**src/rtl/tq_pkg.sv**
```systemverilog
package tq_pkg;
  localparam int REG_W = 5;
  localparam int VAL_W = 32;
  localparam int KIND_W = 2;
  localparam int PAY_W = REG_W + 2 * VAL_W;
  localparam int ENT_W = KIND_W + PAY_W;
  localparam int KIND_LSB = PAY_W;
  localparam int DST_LSB = 2 * VAL_W;
  localparam int TAG_W = KIND_W + REG_W;

  typedef enum logic [KIND_W-1:0] {
    KIND_ADD = 2'b00,
    KIND_BRZ = 2'b01,
    KIND_LD  = 2'b10,
    KIND_ST  = 2'b11
  } kind_e;

  function automatic logic names_dest(input logic [KIND_W-1:0] k);
    return (kind_e'(k) == KIND_ADD) || (kind_e'(k) == KIND_LD);
  endfunction
endpackage

```
**src/rtl/tq_ctrl.sv**
```systemverilog
module tq_ctrl #(
  parameter int DEPTH = 2,
  parameter int PW = 1,
  parameter int CW = 2
) (
  input  logic          clk,
  input  logic          rst_n,
  input  logic          push_req,
  input  logic          pop_req,
  input  logic          flush,
  output logic          wr_fire,
  output logic          rd_fire,
  output logic [PW-1:0] wr_ptr,
  output logic [PW-1:0] rd_ptr,
  output logic [CW-1:0] occ,
  output logic          full,
  output logic          empty
);
  logic [PW-1:0] wr_ptr_d, rd_ptr_d;
  logic [CW-1:0] occ_d;
  logic          full_d, empty_d;

  function automatic logic [PW-1:0] bump(input logic [PW-1:0] p);
    return (p == PW'(DEPTH - 1)) ? '0 : p + 1'b1;
  endfunction

  always_comb begin
    wr_fire  = push_req && !full && !flush;
    rd_fire  = pop_req && !empty && !flush;
    wr_ptr_d = wr_ptr;
    rd_ptr_d = rd_ptr;
    occ_d    = occ;
    if (flush) begin
      wr_ptr_d = '0;
      rd_ptr_d = '0;
      occ_d    = '0;
    end else begin
      if (wr_fire) wr_ptr_d = bump(wr_ptr);
      if (rd_fire) rd_ptr_d = bump(rd_ptr);
      case ({wr_fire, rd_fire})
        2'b10:   occ_d = occ + 1'b1;
        2'b01:   occ_d = occ - 1'b1;
        default: occ_d = occ;
      endcase
    end
    full_d  = (occ_d == CW'(DEPTH));
    empty_d = (occ_d == '0);
  end

  always_ff @(posedge clk or negedge rst_n) begin
    if (!rst_n) begin
      wr_ptr <= '0;
      rd_ptr <= '0;
      occ    <= '0;
      full   <= 1'b0;
      empty  <= 1'b1;
    end else begin
      wr_ptr <= wr_ptr_d;
      rd_ptr <= rd_ptr_d;
      occ    <= occ_d;
      full   <= full_d;
      empty  <= empty_d;
    end
  end

  p_no_overflow_r3: assert property (@(posedge clk) disable iff (!rst_n)
    (full && push_req && !pop_req && !flush) |=> (full && $stable(occ)));

  p_no_underflow_r4: assert property (@(posedge clk) disable iff (!rst_n)
    (empty && pop_req && !push_req && !flush) |=> empty);

  p_flags_excl_r5: assert property (@(posedge clk) disable iff (!rst_n)
    !(full && empty));

  p_flush_empties_r9: assert property (@(posedge clk) disable iff (!rst_n)
    flush |=> (empty && !full && occ == '0));

  p_swap_keeps_occ_r10: assert property (@(posedge clk) disable iff (!rst_n)
    (push_req && pop_req && !full && !empty && !flush) |=> $stable(occ));
endmodule

```
**src/rtl/tq_store.sv**
```systemverilog
module tq_store #(
  parameter int DEPTH = 2,
  parameter int PW = 1,
  parameter int W = 71,
  parameter int TW = 7
) (
  input  logic                     clk,
  input  logic                     rst_n,
  input  logic                     wr_fire,
  input  logic [PW-1:0]            wr_ptr,
  input  logic [W-1:0]             wr_data,
  input  logic                     rd_fire,
  input  logic [PW-1:0]            rd_ptr,
  input  logic                     flush,
  output logic [W-1:0]             rd_data,
  output logic [DEPTH-1:0]         live,
  output logic [DEPTH-1:0][TW-1:0] slot_tag
);
  logic [DEPTH-1:0][W-1:0] mem;
  logic [DEPTH-1:0]        live_d;

  for (genvar i = 0; i < DEPTH; i++) begin : g_slot
    logic sel_wr, sel_rd;
    assign sel_wr = wr_fire && (wr_ptr == PW'(i));
    assign sel_rd = rd_fire && (rd_ptr == PW'(i));

    always_ff @(posedge clk) begin
      if (sel_wr) mem[i] <= wr_data;
    end

    always_comb begin
      if (flush)       live_d[i] = 1'b0;
      else if (sel_wr) live_d[i] = 1'b1;
      else if (sel_rd) live_d[i] = 1'b0;
      else             live_d[i] = live[i];
    end

    assign slot_tag[i] = mem[i][W-1 -: TW];
  end

  always_ff @(posedge clk or negedge rst_n) begin
    if (!rst_n) live <= '0;
    else        live <= live_d;
  end

  assign rd_data = mem[rd_ptr];
endmodule

```
**src/rtl/tq_search.sv**
```systemverilog
module tq_search
  import tq_pkg::*;
#(
  parameter int DEPTH = 2
) (
  input  logic [DEPTH-1:0]            live,
  input  logic [DEPTH-1:0][TAG_W-1:0] slot_tag,
  input  logic [REG_W-1:0]            key,
  output logic                        hit
);
  logic [DEPTH-1:0] slot_hit;

  for (genvar i = 0; i < DEPTH; i++) begin : g_cmp
    logic [KIND_W-1:0] kind;
    logic [REG_W-1:0]  dst;
    assign kind = slot_tag[i][TAG_W-1 -: KIND_W];
    assign dst  = slot_tag[i][REG_W-1:0];
    assign slot_hit[i] = live[i] && names_dest(kind) && (dst == key);
  end

  assign hit = |slot_hit;
endmodule

```
**src/rtl/tmpl_queue.sv**
```systemverilog
module tmpl_queue
  import tq_pkg::*;
#(
  parameter int DEPTH = 2
) (
  input  logic             clk,
  input  logic             rst_n,
  input  logic             push,
  input  logic [ENT_W-1:0] push_data,
  input  logic             pop,
  input  logic             flush,
  output logic [ENT_W-1:0] head_data,
  output logic             full,
  output logic             empty,
  input  logic [REG_W-1:0] find_reg,
  output logic             find_hit
);
  localparam int PW = (DEPTH > 1) ? $clog2(DEPTH) : 1;
  localparam int CW = $clog2(DEPTH + 1);

  logic [1:0]                  rst_pipe;
  logic                        rst_s_n;
  logic                        wr_fire, rd_fire;
  logic [PW-1:0]               wr_ptr, rd_ptr;
  logic [CW-1:0]               occ;
  logic [DEPTH-1:0]            live;
  logic [DEPTH-1:0][TAG_W-1:0] slot_tag;

  always_ff @(posedge clk or negedge rst_n) begin
    if (!rst_n) rst_pipe <= 2'b00;
    else        rst_pipe <= {rst_pipe[0], 1'b1};
  end
  assign rst_s_n = rst_pipe[1];

  tq_ctrl #(.DEPTH(DEPTH), .PW(PW), .CW(CW)) u_ctrl (
    .clk      (clk),
    .rst_n    (rst_s_n),
    .push_req (push),
    .pop_req  (pop),
    .flush    (flush),
    .wr_fire  (wr_fire),
    .rd_fire  (rd_fire),
    .wr_ptr   (wr_ptr),
    .rd_ptr   (rd_ptr),
    .occ      (occ),
    .full     (full),
    .empty    (empty)
  );

  tq_store #(.DEPTH(DEPTH), .PW(PW), .W(ENT_W), .TW(TAG_W)) u_store (
    .clk      (clk),
    .rst_n    (rst_s_n),
    .wr_fire  (wr_fire),
    .wr_ptr   (wr_ptr),
    .wr_data  (push_data),
    .rd_fire  (rd_fire),
    .rd_ptr   (rd_ptr),
    .flush    (flush),
    .rd_data  (head_data),
    .live     (live),
    .slot_tag (slot_tag)
  );

  tq_search #(.DEPTH(DEPTH)) u_search (
    .live     (live),
    .slot_tag (slot_tag),
    .key      (find_reg),
    .hit      (find_hit)
  );

  p_live_matches_occ_r2: assert property (@(posedge clk) disable iff (!rst_s_n)
    $countones(live) == int'(occ));

  p_no_hit_when_idle_r8: assert property (@(posedge clk) disable iff (!rst_s_n)
    (live == '0) |-> !find_hit);

  p_empty_tracks_live_r5: assert property (@(posedge clk) disable iff (!rst_s_n)
    empty == (live == '0));
endmodule

```
**config.mk**
```make
export PLATFORM = sky130hd
export DESIGN_NAME = tmpl_queue
export DESIGN_NICKNAME = d
export VERILOG_FILES = /design/src/rtl/tq_pkg.sv /design/src/rtl/tq_ctrl.sv /design/src/rtl/tq_store.sv /design/src/rtl/tq_search.sv /design/src/rtl/tmpl_queue.sv
export SDC_FILE = /design/constraint.sdc
export NUM_CORES = 1
export LEC_CHECK = 0
export ABC_AREA = 1
export CORE_ASPECT_RATIO = 1.1
export CORE_MARGIN = 2
export CORE_UTILIZATION = 48
export CTS_CLUSTER_SIZE = 20
export DETAILED_ROUTE_END_ITERATION = 12
export HOLD_SLACK_MARGIN = 0.15
export PLACE_DENSITY = 0.84
export SYNTH_ARGS = -nofsm -noshare
export SYNTH_HDL_FRONTEND = slang
export SYNTH_SLANG_ARGS = --single-unit
```
**constraint.sdc**
```tcl
create_clock -name clk -period 1.3 [get_ports clk]
set_input_delay 0.26 -clock clk [delete_from_list [all_inputs] [get_ports clk]]
set_output_delay 0.26 -clock clk [all_outputs]
set_load 0.01 [all_outputs]
```
[Word-level counts from Yosys, hierarchy flattened]
Cells that the tools add are included.
Storage, ports and cells
  input bits: 81
  latch bits: 0
  register bits: 152
  logic and storage cells: 65
  memories: 0
  memory bits (read-only): 0
  output and inout port bits: 74
  RAM bits: 0
Operators by class
  $mul: 0
  multiplexer cells: 16
  equal/unequal tests: 7
  add/subtract/negate cells: 4
  shifts and indexed selects: 0
  order comparisons: 1
  div/mod/pow operators: 0
  reduce and logical (&&, ||, !) cells: 25
  bitwise operators: 2
Operators with widths (count)
  $mux 71: 2
  $logic_and 1x1->1: 12
  $mux 1: 12
  $eq 5x5->1: 2
  $eq 2x2->1 const B: 4
  $logic_not 2->1: 3
  $reduce_bool 3->1: 2
  $pmux 2 s2: 1
  $reduce_bool 2->1: 2
  $logic_not 1->1: 3
  $add 1x1->1 const B: 2
  $add 2x1->2 const B: 1
  $eq 2x1->1 const B: 1
  $logic_or 1x1->1: 2
  $lt 1x2->1 const B: 1
  $mux 2: 1
  $not 1->1: 2
  $reduce_or 2->1: 1
  $sub 2x1->2 const B: 1

[Depth between registers and ports, before layout]
Gate-level depths: netlist (run 1).
  depth in word-level cells: 7
  mapped depth: 11
  mapped depth without buffers: 11

[Hierarchy]
Synthesis (run 1) repeated with hierarchy kept, for this count alone.
Second synthesis, totals
  cells, all modules: 495
  area, all modules: 5983.2 sq um
By module, submodules not included
  tq_store: area an instance 5398.9 sq um, instances 1, sequential area each 4314.1 sq um, cells each 398
  tq_ctrl: area an instance 314.1 sq um, instances 1, sequential area each 151.4 sq um, cells each 37
  tq_search: area an instance 216.5 sq um, instances 1, sequential area each 0.0 sq um, cells each 57
  tmpl_queue: area an instance 53.8 sq um, instances 1, sequential area each 50.0 sq um, cells each 3

[Least setup slack after synthesis (run 1)]
No wires, ideal clock.
  path kind: register to register
  start: register u_ctrl.full
  end: register u_store.mem[0] in the netlist's numbering, enable pin
  path buffers: 0
  required time: 875 ps
  cell stages (with the launch flop): 4
  setup slack: -1228 ps
  setup time: 425 ps
  data arrival time: 2103 ps
  period minus slack after synthesis: 2528 ps
  path through: dfrtp_1 -> nor2_1 -> nand3_1 -> inv_1
Between the ends
  word-level cells in the longest chain between the ends: 4
RTL lines
  start, declared: RTL line tq_ctrl.sv:16  | output logic full,
  start signal, assigned: RTL line tq_ctrl.sv:61  | full <= full_d;
  $logic_not 1->1: RTL line tq_ctrl.sv:28  | wr_fire = push_req && !full && !flush;
  $logic_and 1x1->1 (2 in a row): RTL line tq_ctrl.sv:28
  $logic_and 1x1->1: RTL line tq_store.sv:24  | assign sel_wr = wr_fire && (wr_ptr == PW'(i));
  via u_store.g_slot[0].sel_wr: RTL line tq_store.sv:23  | logic sel_wr, sel_rd;
  end signal, assigned by index: RTL line tq_store.sv:28  | if (sel_wr) mem[i] <= wr_data;
  end, declared: RTL line tq_store.sv:19  | logic [DEPTH-1:0][W-1:0] mem;
The timed path passes the listed nets, and every way through them passes these cells.
A chain may end at the register's enable or synchronous reset.

[Worst setup path in the final report (run 1)]
  start: register u_ctrl.rd_ptr
  end: output head_data[39]
Between the ends
  word-level cells in the longest chain between the ends: 2
RTL lines
  start, declared: RTL line tq_ctrl.sv:14  | output logic [PW-1:0] rd_ptr,
  start signal, assigned: RTL line tq_ctrl.sv:59  | rd_ptr <= rd_ptr_d;
  $mux 71 (not written as such) (2 in a row): RTL line tq_store.sv:46  | assign rd_data = mem[rd_ptr];
  end, declared: RTL line tmpl_queue.sv:12  | output logic [ENT_W-1:0] head_data,
Every way passes these cells. The select of a mux whose other input is x is not followed.

==> summary.md, run 1 <==
- result of the run: finished, violations left
- violations in the final reports: setup timing
- leakage power of the design: 4.018 nW
- combinational share of power: 0.194
- maximum number of pins on one net before global-route repair: 25
- startpoint class of the critical path: register
- clock latency of the later-clocked register in the worst-skew pair: 420 ps
- number of enable flip-flop cells after synthesis: 142
- total area of multi-input combinational cells: 1582 um2
- number of slew-limit violations in the final report: 0
- portion of synthesized cell area occupied by the leading cell type: 0.7367
- DR WL/cell: 21.24 um
- overall power after layout: 0.01295 W
- number of port buffers: 154
- sequential power share: 0.440
- DR DRC count: 0
- class of the worst hold path: register to async pin
- area inside the core boundary: 11880 um2
- Fmax: 528.0 MHz
- number of nets in the final layout: 783
- number of antenna-violating nets in the routed design: 0
- Worst Path Class, Setup: register to primary output
- cell at the root of the clock tree: sky130_fd_sc_hd__clkbuf_16
- number of H-tree branching levels: 4
- Setup crit end kind: primary output
- post-synthesis cell area: 5788 um2
- Sw Ratio: 0.2497
- internal power: 0.009715 W
- Placed Instance Area: 7689 um2
- horizontal extent of the die: 108.7 um
- routed wire length: 18.43 mm
- fin crit period: 1894 ps
- total vias in the final route: 4555
- GR Layer Usage met1: 0.3032
- Area growth, synth to finish: 67.81%
- clock slew at the register clock pins of the worst setup and hold paths: 60 ps
- starting density of the core: 0.4874
- setup ws final: -593.9 ps
- boundary pin count: 155
- placement row count: 42
- clock network fraction of total power: 0.366
- number of CTS-inserted buffers: 17
- Power Density: 1333 nW/um2
- clock tree from TritonCTS: yes
- Data arrival, critical path: 1630 ps
- Total Die Area: 12950 um2
- overall track demand over capacity in global routing: 0.2799
- top fanout value on the critical path: 7
- initial DRC count: 395
- final cell area excluding filler cells: 9713 um2
- half-perimeter wire length of the detailed placement result: 8.547 mm
- synthesized net count: 546
- iteration count of the initial detailed-routing pass: 5
- worst endpoint required time: 1040 ps
- max-capacitance violation count: 0
- die extent in y: 119.2 um
- total setup violations reported at the end of the flow: 221
- sequential standard cell area: 4517 um2
- largest clock skew in the final design: 9.510 ps
- most used standard cell by instance count after synthesis: sky130_fd_sc_hd__nand2_1
- met3 capacity usage during global routing: 0.07170
- GPL Wtd Cong: 0.7517
- count of yosys warnings during synthesis: 0
- cell depth of the worst flop-to-flop path: 8
- number of standard cells after synthesis: 464
- number of distinct library cells after synthesis: 17
- TritonCTS Sinks: 152
- number of failing hold endpoints at the final stage: 0
- Filler cells: 616
- setup repair after global routing missed its margin: yes
- vias in the first global route: 4831
- switching power: 0.003232 W
- library cell with the largest summed area after synthesis: sky130_fd_sc_hd__edfxtp_1
- fraction of final layout cells with drive strength greater than 1: 0.4202
- sum of negative setup slack: -71090 ps
- first-pass GRT wire length: 25.96 mm
- final core occ: 0.8178
- ranking of synthesized cells by instance count: sky130_fd_sc_hd__nand2_1 (228), sky130_fd_sc_hd__edfxtp_1 (142), sky130_fd_sc_hd__inv_1 (26)
- peak supply drop: 1.129 mV
- share of the yosys chip area belonging to registers: 0.7802
- number of antenna violations at the first check in global routing: 0
- cell types occupying the most area after synthesis: sky130_fd_sc_hd__edfxtp_1 (74%), sky130_fd_sc_hd__nand2_1 (15%), sky130_fd_sc_hd__dfrtp_1 (3.9%), sky130_fd_sc_hd__inv_1 (1.7%), sky130_fd_sc_hd__o21ai_0 (1.2%)
- mean instance size in the synthesized netlist: 12.47 um2
- final cycle utilization of the critical path: 1.457
- post-placement setup slack: -809.8 ps
- Inserted Diodes: 0
- fraction of synthesis flops using an asynchronous set or reset pin: 0.06579
- aggregate global routing overflow: 0
- met2 Use GR: 0.5016
- Longest Clk Path Bufs: 2
- ys flop type: sky130_fd_sc_hd__edfxtp_1
- number of flip-flops and latches in the synthesized netlist: 152
- global route hottest layer: met2
- slack of the worst reg-to-reg path: -350 ps
- via-per-instance ratio: 5.248
## cell type report
class,count,area share
Sequential cell,152,0.4650
Timing Repair Buffer,234,0.2824
Multi-Input combinational cell,269,0.1628
Clock buffer,18,0.04418
Tap cell,154,0.01984
Clock inverter,14,0.01378
Inverter,27,0.01198
## per-layer routing
layer | vias up | wire (um)
met3 | 51 | 1223
li1 | 2029 | -
met4 | 0 | 547
met5 | - | 0
met1 | 2234 | 6337
met2 | 241 | 10320
## layout by cell type, fill, tap and decap left out, types with 5 or more instances in the layout
master | netlist | routed
sky130_fd_sc_hd__o21ai_0 | 14 | 5
sky130_fd_sc_hd__nor2_1 | 14 | 9
sky130_fd_sc_hd__edfxtp_1 | 142 | 142
sky130_fd_sc_hd__buf_2 | 8 | 40
sky130_fd_sc_hd__nand2_4 | 0 | 38
sky130_fd_sc_hd__buf_8 | 0 | 11
sky130_fd_sc_hd__buf_12 | 0 | 20
sky130_fd_sc_hd__nand2_2 | 0 | 54
sky130_fd_sc_hd__buf_4 | 4 | 14
sky130_fd_sc_hd__clkinvlp_4 | 0 | 7
sky130_fd_sc_hd__clkbuf_16 | 0 | 21
sky130_fd_sc_hd__inv_1 | 26 | 18
sky130_fd_sc_hd__o21ai_2 | 0 | 5
sky130_fd_sc_hd__dfrtp_1 | 9 | 8
sky130_fd_sc_hd__buf_16 | 0 | 15
sky130_fd_sc_hd__inv_2 | 1 | 5
sky130_fd_sc_hd__clkdlybuf4s50_1 | 0 | 79
sky130_fd_sc_hd__buf_6 | 4 | 47
sky130_fd_sc_hd__nand2_1 | 228 | 136
## final timing paths
check / to / from
worst min register to register: u_ctrl.empty$_DFF_PN1_ / rst_pipe[1]$_DFF_PN0_
worst max-delay path: head_data[39] / u_ctrl.rd_ptr$_DFFE_PN0P_
min in group clk: rst_pipe[1]$_DFF_PN0_ / rst_pipe[0]$_DFF_PN0_
worst max register to register: u_store.mem[10]$_DFFE_PP_ / u_ctrl.full$_DFF_PN0_
max in group asynchronous: u_ctrl.rd_ptr$_DFFE_PN0P_ / rst_pipe[1]$_DFF_PN0_
worst min-delay path: u_ctrl.empty$_DFF_PN1_ / rst_pipe[1]$_DFF_PN0_
## timing repair
action,CTS,global route
buffers inserted,36,10
gates resized for setup,450,120
hold buffers,3,0
cloned,22,4
pin swaps,31,33
hold endpoints to repair,4,0
setup endpoints to repair,220,222
## power by group through the flow
stage	Sequential [W]	Combinational, W	Clock, W
floorplan	0.00576	0.000646	0
global placement	0.00576	0.00161	0
detailed placement	0.00577	0.00166	0
CTS	0.00568	0.00224	0.00468
global route	0.00572	0.00265	0.00497
finish	0.00570	0.00251	0.00473
## registers in the layout (all words and copies together), names as in the netlist
signal and flops:
rst_pipe 2, u_ctrl.empty 1, u_ctrl.full 1, u_ctrl.occ 2, u_ctrl.rd_ptr 1, u_ctrl.wr_ptr 1, u_store.live 2, u_store.mem 128
u_store.slot_tag 14
## worst max-delay path: stages, from the launching register on
cell and delay (ps):
sky130_fd_sc_hd__dfrtp_2 460, sky130_fd_sc_hd__buf_4 160, sky130_fd_sc_hd__buf_8 140, sky130_fd_sc_hd__clkbuf_16 170, sky130_fd_sc_hd__nand2_1 70, sky130_fd_sc_hd__nand2_1 70
sky130_fd_sc_hd__buf_2 140
## kinds of logic (layout without fill, tap and decap cells)
family | count (synthesis) | count (layout) | synth area share
AO/OA/AOI/OAI | 16 | 16 | 0.01384
adder cells (fa/ha/maj) | 1 | 1 | 0.002161
buffers and inverters | 43 | 293 | 0.03740
flip-flops | 152 | 152 | 0.7802
other | 1 | 1 | 0.0006479
AND/OR/NAND/NOR | 251 | 251 | 0.1658
## stage by stage
stage | cells | hold WS (ps)
after floorplan | 464 | -35.59
after global placement | 775 | 134.0
after detailed placement | 775 | 146.8
after CTS | 868 | 215.2
after global routing | 868 | 240.7
final | 868 | 211.7
Power figures use the tool's default switching activity.
==> inputs of run 2 (changes only) <==
CORE_UTILIZATION = 52   (was 48)
PLACE_DENSITY = 0.9   (was 0.84)
clock period = 2.3 ns   (was 1.3 ns; I/O delays follow)
==> summary.md, run 2 (synthesis gave the netlist of run 1 again) <==
- global route hottest layer: met2
- number of flip-flops in the largest register: 128, unchanged
- Data arrival, critical path: 1850 ps, +220 ps
- number of H-tree branching levels: 4, unchanged
- fin crit period: 2312 ps
- most frequent cells in the layout: sky130_fd_sc_hd__nand2_1 (227), sky130_fd_sc_hd__edfxtp_1 (142), sky130_fd_sc_hd__clkdlybuf4s50_1 (85)
- Crit path top cell by count: sky130_fd_sc_hd__nand2_1
- clock slew at the register clock pins of the worst setup and hold paths: 60 ps, about the same
- Critical-path top delay cell: sky130_fd_sc_hd__clkdlybuf4s50_1
- initial DRC count: 280, -29%
- area inside the core boundary: 10910 um2, -8.1%
- Fmax: 432.5 MHz
- boundary pin count: 155, unchanged
- routed wire length: 12.81 mm, -31%
- clock tree from TritonCTS: yes
- number of antenna-violating nets in the routed design: 0, unchanged
- result of the run: finished, violations left
- die extent in y: 114.7 um, -3.8%
- number of CTS-inserted buffers: 17, unchanged
- number of antenna violations at the first check in global routing: 0, unchanged
- DR WL/cell: 16.07 um, -24%
- overall track demand over capacity in global routing: 0.2157, -0.06416
- Total Die Area: 11990 um2, -7.4%
- post-placement setup slack: -136.5 ps, +673.2 ps
- total setup violations reported at the end of the flow: 1, -99.5%
- setup repair after global routing missed its margin: yes
- maximum number of pins on one net before global-route repair: 43, +72%
- max-capacitance violation count: 0, unchanged
- peak supply drop: 0.7954 mV, -30%
- DR DRC count: 0, unchanged
- first-pass GRT wire length: 19.52 mm, -25%
- half-perimeter wire length of the detailed placement result: 8.422 mm, -1.5%
- cell breakdown of the critical path: buf_8 > nand2_1 > nand2_1 > clkdlybuf4s50_1
- met3 capacity usage during global routing: 0.07228, +0.0005801
- most common cell after layout, fill and taps aside: sky130_fd_sc_hd__nand2_1
- fraction of final layout cells with drive strength greater than 1: 0.07846, -0.3417
- Largest delay share family, worst path: buffers and inverters
- Setup crit end kind: primary output
- cell at the root of the clock tree: sky130_fd_sc_hd__clkbuf_16
- final cycle utilization of the critical path: 1.005
- violations in the final reports: setup timing
- Power Density: 831.3 nW/um2, -38%
- largest clock skew in the final design: 6.667 ps, -2.843 ps
- aggregate global routing overflow: 0, unchanged
- placement row count: 40, -4.8%
- GPL Wtd Cong: 0.9183, +22%
- startpoint class of the critical path: register
- top fanout value on the critical path: 26, +19
- number of failing hold endpoints at the final stage: 0, unchanged
- horizontal extent of the die: 104.6 um, -3.8%
- register with the most flip-flops: u_store.mem
- TritonCTS Sinks: 152, unchanged
- setup ws final: -12.30 ps, +581.6 ps
- buffers plus inverters on the worst setup path: 2, -2
- number of slew-limit violations in the final report: 0, unchanged
- number of nets in the final layout: 719, -8.2%
- highest cell delay on the worst timing path: 560 ps, +100 ps
- Inserted Diodes: 0, unchanged
- sum of negative setup slack: -12.30 ps, +71070 ps
- Worst Path Class, Setup: register to primary output
- number of port buffers: 154, unchanged
- clock latency of the later-clocked register in the worst-skew pair: 410 ps, about the same
- leakage power of the design: 3.600 nW, -10%
- starting density of the core: 0.5305, +0.04315
- met2 Use GR: 0.3813, -0.1203
- Longest Clk Path Bufs: 2, unchanged
- via-per-instance ratio: 5.005, -4.6%
- GR Layer Usage met1: 0.2424, -0.06077
- Area growth, synth to finish: 43.49%
- vias in the first global route: 4079, -16%
- total vias in the final route: 3989, -12%
- iteration count of the initial detailed-routing pass: 5, unchanged
- worst endpoint required time: 1840 ps, +800 ps
- class of the worst hold path: register to async pin
run 2: cell types whose count changed in the layout (fill, tap and decap cells not counted), sizes merged:
cell / delta
clkdlybuf4s50: +6
dlygate4sd2: +34
dlygate4sd3: -2
buf: -133
clkinvlp: -2
clkinv: -1
bufinv: +2
dlymetal6s2s: +29
clkdlybuf4s15: +5
clkbuf: -2
run 2: area by class of cell:
class / count / area, um2
Timing Repair Buffer: 170 / 1821
Clock buffer: 19 / 432.9
Inverter: 27 / 113.9
Multi-Input combinational cell: 269 / 1059
Sequential cell: 152 / 4517
Tap cell: 147 / 183.9
Clock inverter: 13 / 178.9
Fill cell: 698 / 2605
run 2: per-layer routing:
layer | wire (um) | up-vias
li1 | - | 1884
met1 | 4937 | 1919
met2 | 6786 | 164
met3 | 860 | 22
met4 | 223 | 0
met5 | 0 | -
run 2: final timing paths:
check	from	cells past startpoint	to	slack, ps
hold reg to reg	rst_pipe[1]$_DFF_PN0_	0	u_ctrl.empty$_DFF_PN1_	190
min in group clk	rst_pipe[0]$_DFF_PN0_	0	rst_pipe[1]$_DFF_PN0_	380
hold / removal	rst_pipe[1]$_DFF_PN0_	0	u_ctrl.empty$_DFF_PN1_	190
setup reg to reg	u_ctrl.empty$_DFF_PN1_	10	u_ctrl.empty$_DFF_PN1_	610
setup / recovery	u_ctrl.rd_ptr$_DFFE_PN0P_	4	head_data[54]	-10
max in group asynchronous	rst_pipe[1]$_DFF_PN0_	1	u_ctrl.rd_ptr$_DFFE_PN0P_	1350
run 2: per-stage QoR:
step           hold slack (ps)  power (W)  utilization  std cells  area [um2]
3_3_place_gp             124.1   0.004122       0.6933        760        7565
2_1_floorplan            93.87   0.003613            -        464        5796
6_report                 190.0   0.006904       0.7612        797        8305
3_5_place_dp             128.6   0.004158       0.6933        760        7565
4_1_cts                  192.2   0.006932       0.7487        794        8169
5_1_grt                  202.5   0.007149       0.7612        797        8305
run 2: where the power goes:
| group | internal (W) | switching, W | leakage [nW] |
|---|---|---|---|
| Clock | 0.00181 | 0.00103 | 0.290 |
| Combinational | 0.000424 | 0.000440 | 1.88 |
| Sequential | 0.00316 | 0.0000431 | 1.43 |
| Total | 0.00539 | 0.00151 | 3.60 |
run 2: what timing repair did:
action / in CTS / in global routing
buffers inserted: 1 / 2
setup endpoints to repair: 63 / 32
hold buffers: 1 / 0
cloned: 0 / 1
gates resized for setup: 47 / 40
endpoints found under the hold margin: 7 / 0
